[src/rtl/pla_pkg.sv]
package pla_pkg;

    localparam int unsigned PLA_DED_DEF   = 8;
    localparam int unsigned PLA_BIDIR_DEF = 10;
    localparam int unsigned PLA_LOGIC_DEF = 32;

    // One variable against its two literal links: a kept link must be satisfied.
    // Both links kept can never be satisfied, which disables the term.
    function automatic logic lit_pass(input logic v, input logic keep_t, input logic keep_c);
        return (v | ~keep_t) & (~v | ~keep_c);
    endfunction

endpackage

[src/rtl/pla_cfg_store.sv]
module pla_cfg_store #(
    parameter int unsigned N_VAR   = 18,
    parameter int unsigned N_OUT   = 10,
    parameter int unsigned N_LOGIC = 32,
    parameter int unsigned ADDR_W  = 7,
    localparam int unsigned ROW_W    = 2 * N_VAR,
    localparam int unsigned N_AND    = N_LOGIC + N_OUT,
    localparam int unsigned OR_BASE  = N_AND,
    localparam int unsigned POL_ADDR = N_AND + N_LOGIC,
    localparam int unsigned AND_IW   = $clog2(N_AND),
    localparam int unsigned OR_IW    = $clog2(N_LOGIC)
) (
    input  logic                     clk,
    input  logic                     rst_n,
    input  logic                     cfg_we,
    input  logic [ADDR_W-1:0]        cfg_addr,
    input  logic [ROW_W-1:0]         cfg_wdata,
    output logic [N_AND*ROW_W-1:0]   and_bits,
    output logic [N_LOGIC*N_OUT-1:0] or_bits,
    output logic [N_OUT-1:0]         pol_bits
);

    typedef struct packed {
        logic [N_AND-1:0][ROW_W-1:0]   andp;
        logic [N_LOGIC-1:0][N_OUT-1:0] orp;
        logic [N_OUT-1:0]              pol;
    } cfg_t;

    cfg_t              cfg_d, cfg_q;
    logic [ADDR_W-1:0] or_off;

    always_comb begin
        cfg_d  = cfg_q;
        or_off = cfg_addr - ADDR_W'(OR_BASE);
        if (cfg_we) begin
            if (cfg_addr < ADDR_W'(N_AND)) begin
                cfg_d.andp[cfg_addr[AND_IW-1:0]] = cfg_wdata;
            end else if (cfg_addr < ADDR_W'(POL_ADDR)) begin
                cfg_d.orp[or_off[OR_IW-1:0]] = cfg_wdata[N_OUT-1:0];
            end else if (cfg_addr == ADDR_W'(POL_ADDR)) begin
                cfg_d.pol = cfg_wdata[N_OUT-1:0];
            end
        end
    end

    always_ff @(posedge clk or negedge rst_n) begin
        if (!rst_n) begin
            cfg_q <= '1;
        end else begin
            cfg_q <= cfg_d;
        end
    end

    assign and_bits = cfg_q.andp;
    assign or_bits  = cfg_q.orp;
    assign pol_bits = cfg_q.pol;

endmodule

[src/rtl/pla_and_plane.sv]
module pla_and_plane #(
    parameter int unsigned N_VAR  = 18,
    parameter int unsigned N_TERM = 42,
    localparam int unsigned ROW_W = 2 * N_VAR
) (
    input  logic [N_VAR-1:0]        vars,
    input  logic [N_TERM*ROW_W-1:0] and_bits,
    output logic [N_TERM-1:0]       terms
);

    logic [N_TERM-1:0][N_VAR-1:0] pass;

    for (genvar t = 0; t < N_TERM; t++) begin : g_term
        for (genvar v = 0; v < N_VAR; v++) begin : g_var
            assign pass[t][v] = pla_pkg::lit_pass(vars[v],
                                                  and_bits[t*ROW_W + 2*v],
                                                  and_bits[t*ROW_W + 2*v + 1]);
        end
        assign terms[t] = &pass[t];
    end

endmodule

[src/rtl/pla_or_plane.sv]
module pla_or_plane #(
    parameter int unsigned N_LOGIC = 32,
    parameter int unsigned N_OUT   = 10
) (
    input  logic [N_LOGIC-1:0]       lterms,
    input  logic [N_LOGIC*N_OUT-1:0] or_bits,
    input  logic [N_OUT-1:0]         pol_bits,
    output logic [N_OUT-1:0]         outs
);

    logic [N_OUT-1:0][N_LOGIC-1:0] hit;
    logic [N_OUT-1:0]              sums;

    for (genvar j = 0; j < N_OUT; j++) begin : g_out
        for (genvar p = 0; p < N_LOGIC; p++) begin : g_term
            assign hit[j][p] = lterms[p] & or_bits[p*N_OUT + j];
        end
        assign sums[j] = |hit[j];
        assign outs[j] = pol_bits[j] ? sums[j] : ~sums[j];
    end

endmodule

[src/rtl/pla_core.sv]
module pla_core #(
    parameter int unsigned N_DED   = pla_pkg::PLA_DED_DEF,
    parameter int unsigned N_BIDIR = pla_pkg::PLA_BIDIR_DEF,
    parameter int unsigned N_LOGIC = pla_pkg::PLA_LOGIC_DEF,
    localparam int unsigned N_VAR  = N_DED + N_BIDIR,
    localparam int unsigned ROW_W  = 2 * N_VAR,
    localparam int unsigned N_AND  = N_LOGIC + N_BIDIR,
    localparam int unsigned N_ROWS = N_AND + N_LOGIC + 1,
    localparam int unsigned ADDR_W = $clog2(N_ROWS)
) (
    input  logic               clk,
    input  logic               rst_n,
    input  logic               cfg_we,
    input  logic [ADDR_W-1:0]  cfg_addr,
    input  logic [ROW_W-1:0]   cfg_wdata,
    input  logic [N_DED-1:0]   ded_in,
    input  logic [N_BIDIR-1:0] pin_in,
    output logic [N_BIDIR-1:0] pin_out,
    output logic [N_BIDIR-1:0] pin_oe
);

    logic [N_AND*ROW_W-1:0]     and_bits;
    logic [N_LOGIC*N_BIDIR-1:0] or_bits;
    logic [N_BIDIR-1:0]         pol_bits;
    logic [N_VAR-1:0]           vars;
    logic [N_AND-1:0]           terms;

    pla_cfg_store #(
        .N_VAR(N_VAR), .N_OUT(N_BIDIR), .N_LOGIC(N_LOGIC), .ADDR_W(ADDR_W)
    ) u_store (
        .clk(clk), .rst_n(rst_n), .cfg_we(cfg_we), .cfg_addr(cfg_addr),
        .cfg_wdata(cfg_wdata), .and_bits(and_bits), .or_bits(or_bits),
        .pol_bits(pol_bits)
    );

    // Pin levels follow the dedicated inputs in variable numbering.
    assign vars = {pin_in, ded_in};

    pla_and_plane #(.N_VAR(N_VAR), .N_TERM(N_AND)) u_and (
        .vars(vars), .and_bits(and_bits), .terms(terms)
    );

    pla_or_plane #(.N_LOGIC(N_LOGIC), .N_OUT(N_BIDIR)) u_or (
        .lterms(terms[N_LOGIC-1:0]), .or_bits(or_bits), .pol_bits(pol_bits),
        .outs(pin_out)
    );

    assign pin_oe = terms[N_AND-1:N_LOGIC];

endmodule

[config.mk]
export PLATFORM = sky130hd
export DESIGN_NAME = pla_core
export DESIGN_NICKNAME = d
export VERILOG_FILES = /design/src/rtl/pla_pkg.sv /design/src/rtl/pla_cfg_store.sv /design/src/rtl/pla_and_plane.sv /design/src/rtl/pla_or_plane.sv /design/src/rtl/pla_core.sv
export SDC_FILE = /design/constraint.sdc
export NUM_CORES = 2
export LEC_CHECK = 0
export ABC_AREA = 1
export BUFFER_PORTS_ARGS = -buffer_cell sky130_fd_sc_hd__buf_4
export CELL_PAD_IN_SITES_DETAIL_PLACEMENT = 1
export CELL_PAD_IN_SITES_GLOBAL_PLACEMENT = 2
export CORE_ASPECT_RATIO = 1.75
export CORE_UTILIZATION = 41
export CTS_CLUSTER_DIAMETER = 200
export DETAILED_ROUTE_END_ITERATION = 8
export GPL_TIMING_DRIVEN = 0
export PLACE_DENSITY = 0.95
export SLEW_MARGIN = 20
export SYNTH_ARGS = -nofsm -noshare
export SYNTH_HDL_FRONTEND = slang
export SYNTH_HIERARCHICAL = 1
export SYNTH_SLANG_ARGS = --single-unit
export TNS_END_PERCENT = 20
[constraint.sdc]
create_clock -name clk -period 7.1 [get_ports clk]
set_clock_uncertainty 0.15 [all_clocks]
set_input_delay 1.42 -clock clk [delete_from_list [all_inputs] [get_ports clk]]
set_output_delay 1.42 -clock clk [all_outputs]
set_load 0.05 [all_outputs]
==> flow_metrics.env <==
export IMPL_cts_buffers=187
export IMPL_dp_cells=14600
export IMPL_clk_path_buf_depth=4
export IMPL_portBuffers=54
export IMPL_cp_cell_sequence="buf_2 -> clkinv_1 -> buf_4 -> nand2_1 -> nand2_1 -> nand2_1 -> nor2_1 -> nand3_1 -> nor2_1 -> buf_6 -> nand2_1 -> nand2_1 -> nor2_1 -> nand2_1 -> nor2_2 -> nand2_1 -> nand2_1 -> nand2_1 -> buf_4"
export IMPL_hpwlAfterDp_um=277000
export IMPL_wl_per_cell_um=25.8
export IMPL_finalMaxSlewViolations=0
export IMPL_final_core_util_pct=46.1
export IMPL_synth_top_area_share_pct=53.8
export IMPL_cellLeakagePower_nw=42.8
export IMPL_grt_overflow=0
export IMPL_vias=79700
export IMPL_synth_adder_area_share_pct=0.0696
export IMPL_firstDrtPassIters=9
export IMPL_max_freq_ghz=0.151
export IMPL_ys_ff_latch=1842
export IMPL_grt_max_degree=154
export IMPL_synth_top_family_by_area="simple AND/OR/NAND/NOR gates"
export IMPL_synth_cells=11600
export IMPL_pin_count=84
export IMPL_end_kind="primary output"
export IMPL_worstPathArrival_ns=5.07
export IMPL_drt_total_wl_um=385000
export IMPL_synth_compound_area_share_pct=12.7
export IMPL_synth_area_um2=89900
export IMPL_layout_nets=12000
export IMPL_root_buffer="clkbuf_16"
export IMPL_rsz0062_at_grt="false"
export IMPL_power_density_nw_per_um2=263
export IMPL_synth_cell_types=27
export IMPL_irDropWorstVdd_uv=216
export IMPL_grt_pass1_vias=85400
export IMPL_drtAntennaViolNets=0
export IMPL_critPathMaxFanout=10
export IMPL_cp_start_kind="input port"
export IMPL_slowest_delay_ns=0.58
export IMPL_timing_final_ws_setup_ns=0.457
export IMPL_cts_setup_buffers=0
export IMPL_place_ws_ns=0.522
export IMPL_drive_above_1_share_pct=21.4
export IMPL_clk_pin_slew_ns=0.06
export IMPL_synth_xor_area_share_pct=0
export IMPL_synth_nets=11700
export IMPL_ys_seq_area_share_pct=53.8
export IMPL_cts_tree="built"
export IMPL_worstSetupPathType="input port to primary output"
export IMPL_die_h_um=622
export IMPL_hold_viol=0
export IMPL_dieArea_um2=221000
export IMPL_max_cap_violations=0
export IMPL_die_w_um=356
export IMPL_synth_top_area_cell="dfstp_2"
export IMPL_period_needed_ns=6.64
export IMPL_fp_row_count=227
export IMPL_critPathSlowestCell="clkinv_1"
export IMPL_start_util_pct=41.2
export IMPL_hold_buffers=0
export IMPL_drc=33
export IMPL_netlist_top_cells_area="dfstp_2 (54%), nand2_1 (19%), inv_1 (6.6%)"
export IMPL_hold_slack_ns=0.322
export IMPL_grt_use_total_pct=34.7
export IMPL_place_area_um2=94400
export IMPL_drtIter0Drc=4951
export IMPL_cpMostUsedCell="nand2_1"
export IMPL_finalSetupViolations=0
export IMPL_tightest_slew_ns=1.34
export IMPL_clock_latency_ns=0.86
export IMPL_yosys_warnings=6
export IMPL_fin_crit_sh_pct=93.6
export IMPL_htreeDepth=4
export IMPL_grt_first_pass_wirelength_um=560000
export IMPL_layoutNonFillerInstCount=14900
export IMPL_post_cts_resized=0
export IMPL_maxSlewHeadroom_pct=10.9
export IMPL_outcome="complete, but fails checks"
export IMPL_via_per_inst=5.34
export IMPL_synth_simple_area_share_pct=22.9
export IMPL_antenna_found_initial=23
export IMPL_hp_class="flip-flop to flip-flop"
export IMPL_violations="DRC"
export IMPL_area_delta_synth_final_pct=11.7
export IMPL_final_area_um2=100000
export IMPL_clock_sinks=1842
export IMPL_power_mw=26.4
export IMPL_cp_required_ns=5.53
export IMPL_muxShareOfSynthArea_pct=0
export IMPL_tns_ns=0
export IMPL_core_area_um2=218000
export IMPL_gp_congestion=0.939
export IMPL_avgSynthCellArea_um2=7.72
[logic make-up (layout without fill, tap and decap cells)]
kind of cell	Yosys count	count (layout)
adder cells (fa/ha/maj)	5	5
AO/OA/AOI/OAI	2129	2129
flip-flops	1842	1842
buffers and inverters	2354	2753
AND/OR/NAND/NOR	5316	5316
other	0	26
[Yosys cell counts (all sizes together)]
cell type  count
nand3        122
dfstp       1842
nor4           1
clkbuf       422
clkinv         9
o21bai       320
buf          326
nand2       4553
o21ai       1807
nor2         640
inv         1597
ha             5
a21oi          2
[worst max-delay path, delay by kind of cell]
family	cells	cell delay, ns
buffers and inverters	5	1.82
AND/OR/NAND/NOR	14	1.81
[final timing paths]
path,cells past startpoint,startpoint,to,slack [ns]
setup / recovery,19,pin_in[0],pin_out[5],0.46
hold / removal,2,u_store/and_bits[771]$_DFFE_PN1P_,u_store/and_bits[771]$_DFFE_PN1P_,0.32
setup reg to reg,3,u_store/or_bits[89]$_DFFE_PN1P_,u_store/or_bits[89]$_DFFE_PN1P_,6.05
hold reg to reg,2,u_store/and_bits[771]$_DFFE_PN1P_,u_store/and_bits[771]$_DFFE_PN1P_,0.32
max in group asynchronous,6,rst_n,u_store/and_bits[994]$_DFFE_PN1P_,2.99
min in group asynchronous,1,rst_n,u_store/or_bits[18]$_DFFE_PN1P_,0.72
[cell usage in the layout, fill, tap and decap left out, types with 4 or more instances in the layout]
cell type   instances
clkbuf_8           45
clkbuf_16         188
bufinv_16           7
o21ai_1          1140
o21bai_1          320
diode_2            26
o21ai_0           667
clkinv_2           35
clkinvlp_4          5
nand2_1          4508
dfstp_2          1842
inv_1            1588
nand3_1           110
nand3_4             6
nand3_2             6
nand2_2            44
nor2_1            586
buf_16             15
buf_2             146
buf_6              27
nor2_4             32
inv_6               4
nor2_2             21
clkinv_1            9
clkbuf_2           45
inv_2               9
clkbuf_1          418
buf_4              98
buf_1             111
ha_1                5
[area by class of cell]
class                      count  area [um2]
clock inverter                53         483
timing repair buffer          72         860
clock buffer                 274        5480
buffer                       748        3400
fill                       27000      118000
multi-input combinational   7450       32200
antenna                       26        65.1
inverter                    1606        6030
tap                         2862        3580
sequential                  1842       48400
[power breakdown]
part	total [mW]	internal, mW	switching (mW)	leakage [nW]
Combinational	3.71	1.10	2.61	20.8
Clock	10.0	5.58	4.44	2.95
Sequential	12.7	12.2	0.517	19.1
Total	26.4	18.8	7.57	42.8
[flip-flops by register name (all words and copies together), names as in the netlist]
name	cells
u_store/and_bits	1512
u_store/pol_bits	10
u_store/or_bits	320
[metal layers]
layer | routed length [um] | global-route usage, % | vias up
li1 | - | - | 35800
met5 | 83 | 0 | -
met1 | 134000 | 36.2 | 39800
met3 | 21100 | 6.28 | 1455
met2 | 188000 | 58.8 | 2649
met4 | 42000 | 31.8 | 12
Note: power is estimated with default switching activity, not from simulation.
